## config.mk

```make
export PLATFORM = sky130hd
export DESIGN_NAME = breathe_pwm
export DESIGN_NICKNAME = d
export VERILOG_FILES = /design/src/rtl/breathe_pkg.sv /design/src/rtl/breathe_tri_gen.sv /design/src/rtl/breathe_setpt_sel.sv /design/src/rtl/breathe_ramp.sv /design/src/rtl/breathe_pwm_cmp.sv /design/src/rtl/breathe_pwm.sv
export SDC_FILE = /design/constraint.sdc
export NUM_CORES = 1
export LEC_CHECK = 0
export ABC_AREA = 1
export BUFFER_PORTS_ARGS = -buffer_cell sky130_fd_sc_hd__buf_2
export CAP_MARGIN = 15
export CORE_UTILIZATION = 45
export CTS_CLUSTER_DIAMETER = 200
export DETAILED_ROUTE_END_ITERATION = 16
export PLACE_DENSITY = 0.66
export SKIP_LAST_GASP = 1
export SYNTH_ARGS = -nofsm -noshare
export SYNTH_HDL_FRONTEND = slang
export SYNTH_HIERARCHICAL = 1
export SYNTH_SLANG_ARGS = --single-unit
```

## constraint.sdc

```tcl
create_clock -name clk -period 4.55 [get_ports clk]
set_input_delay 0.455 -clock clk [delete_from_list [all_inputs] [get_ports clk]]
set_output_delay 0.455 -clock clk [all_outputs]
set_load 0.05 [all_outputs]
```

## src/rtl/breathe_pkg.sv

```systemverilog
package breathe_pkg;
    typedef enum logic [1:0] {
        RAMP_HOLD = 2'd0,
        RAMP_UP   = 2'd1,
        RAMP_DOWN = 2'd2
    } ramp_dir_e;
endpackage

```

## src/rtl/breathe_tri_gen.sv

```systemverilog
module breathe_tri_gen #(
    parameter int LVL_W = 7
) (
    input  logic             clk,
    input  logic             rst,
    output logic [LVL_W:0]   cnt_o,
    output logic [LVL_W-1:0] tri_o
);
    localparam int CNT_W = LVL_W + 1;

    typedef struct packed {
        logic [CNT_W-1:0] cnt;
    } tri_st_t;

    tri_st_t st_d, st_q;

    always_comb begin
        st_d     = st_q;
        st_d.cnt = st_q.cnt + CNT_W'(1);
    end

    always_ff @(posedge clk) begin
        if (rst) st_q <= '0;
        else     st_q <= st_d;
    end

    // the top bit folds the ramp into a triangle
    assign tri_o = st_q.cnt[CNT_W-1] ? ~st_q.cnt[LVL_W-1:0] : st_q.cnt[LVL_W-1:0];
    assign cnt_o = st_q.cnt;
endmodule

```

## src/rtl/breathe_setpt_sel.sv

```systemverilog
module breathe_setpt_sel #(
    parameter int                        LVL_W  = 7,
    parameter int                        NPTS   = 8,
    parameter logic [NPTS*LVL_W-1:0]     SETPTS = '0,
    localparam int                       IDX_W  = $clog2(NPTS)
) (
    input  logic [IDX_W-1:0] idx_i,
    output logic [IDX_W-1:0] nxt_idx_o,
    output logic [LVL_W-1:0] cur_o,
    output logic [LVL_W-1:0] nxt_o,
    output logic [LVL_W-1:0] first_o
);
    logic [LVL_W-1:0] pts [NPTS];

    genvar k;
    generate
        for (k = 0; k < NPTS; k++) begin : g_unpack
            assign pts[k] = SETPTS[k*LVL_W +: LVL_W];
        end
    endgenerate

    always_comb begin
        if (idx_i == IDX_W'(NPTS - 1)) nxt_idx_o = '0;
        else                            nxt_idx_o = idx_i + IDX_W'(1);
    end

    assign cur_o   = pts[idx_i];
    assign nxt_o   = pts[nxt_idx_o];
    assign first_o = pts[0];
endmodule

```

## src/rtl/breathe_ramp.sv

```systemverilog
module breathe_ramp
    import breathe_pkg::*;
#(
    parameter int LVL_W = 7,
    parameter int NPTS  = 8,
    parameter int DLY_W = 10,
    localparam int IDX_W = $clog2(NPTS)
) (
    input  logic             clk,
    input  logic             rst,
    input  logic [LVL_W-1:0] cur_i,
    input  logic [LVL_W-1:0] nxt_i,
    input  logic [LVL_W-1:0] first_i,
    input  logic [IDX_W-1:0] nxt_idx_i,
    output logic [LVL_W-1:0] lvl_o,
    output logic [IDX_W-1:0] idx_o,
    output logic [DLY_W-1:0] dly_o
);
    typedef struct packed {
        logic [DLY_W-1:0] dly;
        logic [IDX_W-1:0] idx;
        logic [LVL_W-1:0] lvl;
    } ramp_st_t;

    ramp_st_t  st_d, st_q;
    ramp_dir_e dir;
    logic      tick;

    always_comb begin
        if (cur_i < nxt_i)      dir = RAMP_UP;
        else if (cur_i > nxt_i) dir = RAMP_DOWN;
        else                    dir = RAMP_HOLD;
    end

    assign tick = (st_q.dly == '0);

    always_comb begin
        st_d     = st_q;
        st_d.dly = st_q.dly + DLY_W'(1);
        if (tick) begin
            if (st_q.lvl == nxt_i) begin
                st_d.idx = nxt_idx_i;
            end else begin
                unique case (dir)
                    RAMP_UP:   st_d.lvl = st_q.lvl + LVL_W'(1);
                    RAMP_DOWN: st_d.lvl = st_q.lvl - LVL_W'(1);
                    default:   st_d.lvl = st_q.lvl;
                endcase
            end
        end
    end

    always_ff @(posedge clk) begin
        if (rst) begin
            st_q.dly <= '0;
            st_q.idx <= '0;
            st_q.lvl <= first_i;
        end else begin
            st_q <= st_d;
        end
    end

    assign lvl_o = st_q.lvl;
    assign idx_o = st_q.idx;
    assign dly_o = st_q.dly;
endmodule

```

## src/rtl/breathe_pwm_cmp.sv

```systemverilog
module breathe_pwm_cmp #(
    parameter int LVL_W = 7
) (
    input  logic             clk,
    input  logic             rst,
    input  logic [LVL_W-1:0] tri_i,
    input  logic [LVL_W-1:0] lvl_i,
    output logic             led_o
);
    logic led_d, led_q;

    always_comb begin
        led_d = led_q;
        if (tri_i > lvl_i)      led_d = 1'b0;
        else if (tri_i < lvl_i) led_d = 1'b1;
    end

    always_ff @(posedge clk) begin
        if (rst) led_q <= 1'b0;
        else     led_q <= led_d;
    end

    assign led_o = led_q;
endmodule

```

## src/rtl/breathe_pwm.sv

```systemverilog
module breathe_pwm #(
    parameter int                    LVL_W  = 7,
    parameter int                    NPTS   = 8,
    parameter int                    DLY_W  = 10,
    parameter logic [NPTS*LVL_W-1:0] SETPTS = {7'h10, 7'h60, 7'h30, 7'h50, 7'h40, 7'h18, 7'h10, 7'h30}
) (
    input  logic clk,
    input  logic rst,
    output logic led
);
    localparam int IDX_W = $clog2(NPTS);

    logic [LVL_W:0]   cnt_q;
    logic [LVL_W-1:0] tri_v;
    logic [LVL_W-1:0] lvl_q;
    logic [IDX_W-1:0] idx_q;
    logic [DLY_W-1:0] dly_q;
    logic [IDX_W-1:0] nxt_idx;
    logic [LVL_W-1:0] cur_pt, nxt_pt, first_pt;

    breathe_tri_gen #(.LVL_W(LVL_W)) u_tri (
        .clk(clk), .rst(rst), .cnt_o(cnt_q), .tri_o(tri_v)
    );

    breathe_setpt_sel #(.LVL_W(LVL_W), .NPTS(NPTS), .SETPTS(SETPTS)) u_sel (
        .idx_i(idx_q), .nxt_idx_o(nxt_idx), .cur_o(cur_pt),
        .nxt_o(nxt_pt), .first_o(first_pt)
    );

    breathe_ramp #(.LVL_W(LVL_W), .NPTS(NPTS), .DLY_W(DLY_W)) u_ramp (
        .clk(clk), .rst(rst), .cur_i(cur_pt), .nxt_i(nxt_pt),
        .first_i(first_pt), .nxt_idx_i(nxt_idx),
        .lvl_o(lvl_q), .idx_o(idx_q), .dly_o(dly_q)
    );

    breathe_pwm_cmp #(.LVL_W(LVL_W)) u_cmp (
        .clk(clk), .rst(rst), .tri_i(tri_v), .lvl_i(lvl_q), .led_o(led)
    );
endmodule

```

==> impl_metrics.ini, run 1 <==
[floorplan]
fp.dieH_um = 74.7
initial_core_util_pct = 46.6
core_area_mm2 = 0.00511
rows = 26
die_w_um = 74.7
dieArea_mm2 = 0.00558
io-pin-count = 3

[clocking]
cts_root_buffer = clkbuf_8
cts_made_buffers = 5
clockBufferDepth = 2
cts_resized = 0
htreeDepth = 2
cts_tree = yes
clock_sinks = 29
cts_hold_buf = 0
clkSlewWorstSetupHoldPaths_ns = 0.07
post_cts.repair.setup_buffers = 0
clk_latency_ns = 0.28

[worst_setup_path]
cpPeakStageDelay_ns = 0.38
crit_arrival_ns = 3.73
timing.critical_path.fanout_max = 8
crit_required_ns = 4.57
rr_startpoint = u_ramp/idx_o[0]
startpoint = u_ramp/idx_o[0]
reg2reg_depth = 18
cp-start-kind = flop
slowest_stage = dfxtp_1
path_class = flop to flop
crit_end = u_ramp/lvl_o[3]
path_cells = ha_1 > ha_1 > inv_1 > o21ai_0 > inv_1 > ha_1 > nand2_1 > inv_1 > a21oi_2 > nand2_2 > nand2_2 > inv_1 > ha_1 > nand2_1 > nand2_1 > a31oi_1 > xor2_1 > o21ai_1
cp-end-kind = flop
crit_buf_inv = 4
r2r_end = u_ramp/lvl_o[3]
cp_num_cells = 18
critPathTopFamily = adder cells
r2r_slack_ns = 0.84

[yosys]
synth_cell_type_count = 31
synth_edf_count = 7
synth.most_common_cell = nand2_1
syn_inst = 325
synth_area_leader_cell = dfxtp_1
synth-seq-cells = 29
synth_top_area_share_pct = 18.5
yosys-top-cells-area = dfxtp_1, ha_1, nand2_1
synth_top_flop_cell = dfxtp_1
postSynthAreaPerCell_um2 = 7.32
synth_async_sr_flop_share_pct = 0
syn_area_mm2 = 0.00238
seq_area_frac_synth_pct = 27.3
yosys-top-cells-count = nand2_1, inv_1, ha_1
ys_warn_count = 6

[placed_design]
place_ws_ns = 0.891
routabilityCongestion = 0.954
io_buffers = 2
dp_hpwl_um = 3230

[grt]
grt_start_max_net_pins = 30
grt_antenna_before_repair = 0
grt-ovfl-total = 0
grt_pass1_wl_um = 7350
grt_pass1_vias = 1747
grtUsageTotal_pct = 17.2

[power_and_ir_drop]
power.leakage_nw = 1.19
p_switching_w = 0.000284
swShare_pct = 35.0
combPwrFrac_pct = 30.5
peakVddDrop_mv = 0.140
power.density_mw_per_mm2 = 324
pwr-share-seq_pct = 40.0
power.total_w = 0.000811
p_int_w = 0.000527
clkPwrFrac_pct = 29.5

[route]
avgRoutedWirePerCell_um = 10.4
postRouteWirelength_um = 4160
drc = 0
ant_nets = 0
viasPerCell = 4.64
drt-initial-drc-count = 83
firstDrtPassIters = 4
vias = 1854

[cells_and_area]
synthToLayoutAreaGrowth_pct = 5.36
drive_gt1_share_pct = 10.3
nets = 359
diodes = 0
utilization_pct = 49.1

[sta]
worst_pin_slew_ns = 0.702
finalCriticalPeriod_ns = 3.71
maxSlewHeadroom_pct = 52.9
fmax_mhz = 270
fin_setup_tns_ns = 0
finalHoldViolCount = 0
fin_hold_ws_ns = 0.476
fin_ws_ns = 0.843
setup_viol = 0
post-route-period-util_pct = 81.5
fin_worst_skew_ns = 0.00688
rsz0062_at_grt = no
final-max-slew-violation-count = 0

[min_path]
hold_class = flop to flop

[flow_run]
cap_violations = 0

[status]
outcome = finished clean
==> power groups by stage <==
| stage | logic [W] | registers [W] | clock network [W] |
|---|---|---|---|
| 6_report | 0.000248 | 0.000324 | 0.000239 |
| 5_1_grt | 0.000286 | 0.000330 | 0.000257 |
| 3_3_place_gp | 0.000237 | 0.000332 | 0 |
| 2_1_floorplan | 0.000208 | 0.000322 | 0 |
| 3_5_place_dp | 0.000243 | 0.000331 | 0 |
| 4_1_cts | 0.000245 | 0.000325 | 0.000248 |
==> cell families (layout without fill, tap and decap cells) <==
logic type | Yosys count | count (layout) | synth area share [%]
compound gates | 41 | 41 | 8.99
buf+inv | 74 | 68 | 13.9
flops | 29 | 29 | 27.3
fa+ha+maj | 28 | 28 | 15.0
other cells | 2 | 13 | 0.316
xor+xnor | 17 | 17 | 6.26
simple gates | 134 | 134 | 28.2
==> final cells by class <==
| type | count | area (um^2) |
|---|---|---|
| Timing Repair Buffer | 2 | 10.0 |
| Tap cell | 70 | 87.6 |
| Clock inverter | 1 | 5.00 |
| Clock buffer | 7 | 96.3 |
| Fill cell | 515 | 2600 |
| Multi-Input combinational cell | 233 | 1440 |
| Sequential cell | 29 | 651 |
| Inverter | 58 | 218 |
==> worst min-delay path by stage <==
stage	cells after the start	from	end
after floorplan	1	u_ramp/dly_o[0]	u_ramp/dly_o[0]
after global placement	1	u_ramp/dly_o[0]	u_ramp/dly_o[0]
after detailed placement	1	u_ramp/dly_o[0]	u_ramp/dly_o[0]
after CTS	2	u_ramp/dly_o[9]	u_ramp/dly_o[9]
after global routing	1	u_ramp/dly_o[0]	u_ramp/dly_o[0]
final	1	u_ramp/dly_o[0]	u_ramp/dly_o[0]
==> layout by cell type, fill, tap and decap left out, types with 3 or more instances in the layout <==
master	count
nand3_2	3
nor3_4	3
conb_1	13
xor2_1	15
nor2_2	5
clkbuf_8	7
o21ai_1	4
nand2_1	65
o21ai_0	12
ha_1	27
nand2_2	4
dfxtp_1	22
clkinv_1	3
a21oi_1	21
edfxtp_1	7
inv_2	4
nor2_1	18
nand3_1	15
inv_1	51
nor3_1	6
nand4_1	7
==> registers in the layout, indices dropped and copies added, names as in the netlist <==
| register | count |
|---|---|
| u_cmp/led_o | 1 |
| u_ramp/dly_o | 10 |
| u_ramp/idx_o | 3 |
| u_ramp/lvl_o | 7 |
| u_tri/cnt_o | 8 |
==> per-layer routing <==
layer  up-vias  routed length, um  track usage (%)  part of all wire [%]
li1       1026                  -                -                     -
met1       804               2080             20.9                    50
met2        17               1920             29.7                    46
met3         7                 87             3.35                   2.1
met4         0                 76             7.34                   1.8
met5         -                  0                0                     0
==> per-stage QoR <==
stage | instance area (um^2) | cells
final | 2510 | 400
after global placement | 2410 | 392
after floorplan | 2420 | 336
after detailed placement | 2410 | 392
after CTS | 2510 | 400
after global routing | 2510 | 400
Power figures use the tool's default switching activity.
==> inputs of run 2 (changes only) <==
--- a/config.mk
+++ b/config.mk
@@ -11,7 +11,7 @@
 export CORE_UTILIZATION = 45
 export CTS_CLUSTER_DIAMETER = 200
 export DETAILED_ROUTE_END_ITERATION = 16
-export PLACE_DENSITY = 0.66
+export PLACE_DENSITY = 0.68
 export SKIP_LAST_GASP = 1
 export SYNTH_ARGS = -nofsm -noshare
 export SYNTH_HDL_FRONTEND = slang
==> constraint.sdc (replaced) <==
create_clock -name clk -period 3.4 [get_ports clk]
set_input_delay 0.34 -clock clk [delete_from_list [all_inputs] [get_ports clk]]
set_output_delay 0.34 -clock clk [all_outputs]
set_load 0.05 [all_outputs]
==> impl_metrics.ini, run 2 (same netlist as run 1, synthesis figures left out) <==
[floorplan]
rows = 26
core_area_mm2 = 0.00511
io-pin-count = 3
die_w_um = 74.7
dieArea_mm2 = 0.00558
fp.dieH_um = 74.7
initial_core_util_pct = 46.6

[grt]
grt_start_max_net_pins = 30
grt_busiest_layer = met2
grt_pass1_vias = 1756
grt_pass1_wl_um = 7390
grt-ovfl-total = 0
grt_antenna_before_repair = 0
use_met1_pct = 22.1
met2_usage_pct = 28.7
grtUsageMet3_pct = 3.35
grtUsageTotal_pct = 17.3

[worst_setup_path]
cp-start-kind = flop
crit_required_ns = 3.44
crit_arrival_ns = 3.21
cp-end-kind = flop
timing.critical_path.fanout_max = 5
path_common_cell = nand2_1
slowest_stage = dfxtp_2
path_cells = ha_1 > ha_2 > inv_1 > nand3_1 > nand2_1 > nand2_1 > nand2_1 > inv_1 > ha_1 > nand2_2 > inv_1 > a21oi_2 > nand2_2 > nand2_4 > inv_6 > ha_4 > inv_1 > o21bai_1 > nand2_1 > nand3_1 > nand3_1 > nand3_1 > nand2_1
cpPeakStageDelay_ns = 0.33
path_class = flop to flop

[route]
postRouteWirelength_um = 4300
avgRoutedWirePerCell_um = 10.5
drc = 0
viasPerCell = 4.70
firstDrtPassIters = 4
ant_nets = 0
drt-initial-drc-count = 66
vias = 1919

[clocking]
clockBufferDepth = 2
clk_latency_ns = 0.28
cts_root_buffer = clkbuf_8
cts_made_buffers = 5
cts_tree = yes
clock_sinks = 29
htreeDepth = 2
clkSlewWorstSetupHoldPaths_ns = 0.06

[sta]
fin_setup_tns_ns = 0
fmax_mhz = 315
setup_viol = 0
fin_hold_ws_ns = 0.471
fin_worst_skew_ns = 0.00520
post-route-period-util_pct = 93.2
finalCriticalPeriod_ns = 3.17
rsz0062_at_grt = yes
final-max-slew-violation-count = 0
finalHoldViolCount = 0

[cells_and_area]
final_common_cell = nand2_1
mostFrequentLayoutCells = nand2_1, inv_1, a21oi_1, ha_1, dfxtp_1
drive_gt1_share_pct = 16.3
nets = 367
final_area_mm2 = 0.00267
instances_no_fill = 408
diodes = 0
synthToLayoutAreaGrowth_pct = 12.1
largest_reg_flops = 10

[power_and_ir_drop]
peakVddDrop_mv = 0.311
power.leakage_nw = 1.23
power.density_mw_per_mm2 = 424
power.total_w = 0.00113

[placed_design]
dp.cells = 399
io_buffers = 2
dpl-instance-area_mm2 = 0.00246
routabilityCongestion = 0.848
dp_hpwl_um = 3250

[min_path]
hold_class = flop to flop

[flow_run]
cap_violations = 0

[status]
outcome = finished clean
run 2: power by group:
part           total (W)  switching (W)  internal [W]
registers       0.000442      0.0000484      0.000394
clock network   0.000318       0.000131      0.000186
logic           0.000371       0.000209      0.000162
run 2: worst paths after layout:
| path | startpoint | end | slack, ns | cells past startpoint |
|---|---|---|---|---|
| worst max-delay path | u_ramp/idx_o[0] | u_ramp/lvl_o[6] | 0.23 | 23 |
| worst min-delay path | u_ramp/dly_o[0] | u_ramp/dly_o[0] | 0.47 | 1 |
| worst max register to register | u_ramp/idx_o[0] | u_ramp/lvl_o[6] | 0.23 | 23 |
| worst min register to register | u_ramp/dly_o[0] | u_ramp/dly_o[0] | 0.47 | 1 |
run 2: repair_timing:
| action | 4_1_cts | 5_1_grt |
|---|---|---|
| buffers inserted | 0 | 1 |
| pin swaps | 0 | 6 |
| gates cloned | 0 | 0 |
| endpoints found under the setup margin | 3 | 4 |
| gates resized for setup | 4 | 19 |
| hold buffers | 0 | 0 |
run 2: worst max-delay path, delay by kind of cell, from the launching register on:
family	cells	cell delay, ns
fa+ha+maj	4	0.96
simple gates	12	1.03
buf+inv	5	0.29
compound gates	2	0.32
flops	1	0.33
run 2: final cells by class:
cell class | instances | area (um^2)
Sequential cell | 29 | 653
Timing Repair Buffer | 10 | 70.1
Tap cell | 70 | 87.6
Clock buffer | 7 | 97.6
Fill cell | 503 | 2440
Multi-Input combinational cell | 233 | 1530
Inverter | 58 | 223
Clock inverter | 1 | 3.75
run 2: through the flow:
step,utilization (%),worst slack [ns]
after floorplan,-,0.177
after global placement,48.1,0.0411
after detailed placement,48.1,-0.0209
after CTS,50.2,0.0473
after global routing,52.2,-0.0152
final,52.2,0.230
run 2: layer usage:
layer  share of wire [%]  wire length (um)
met4                 1.5                63
met2                  49              2100
met3                 2.0                84
met1                  48              2050
met5                   0                 0
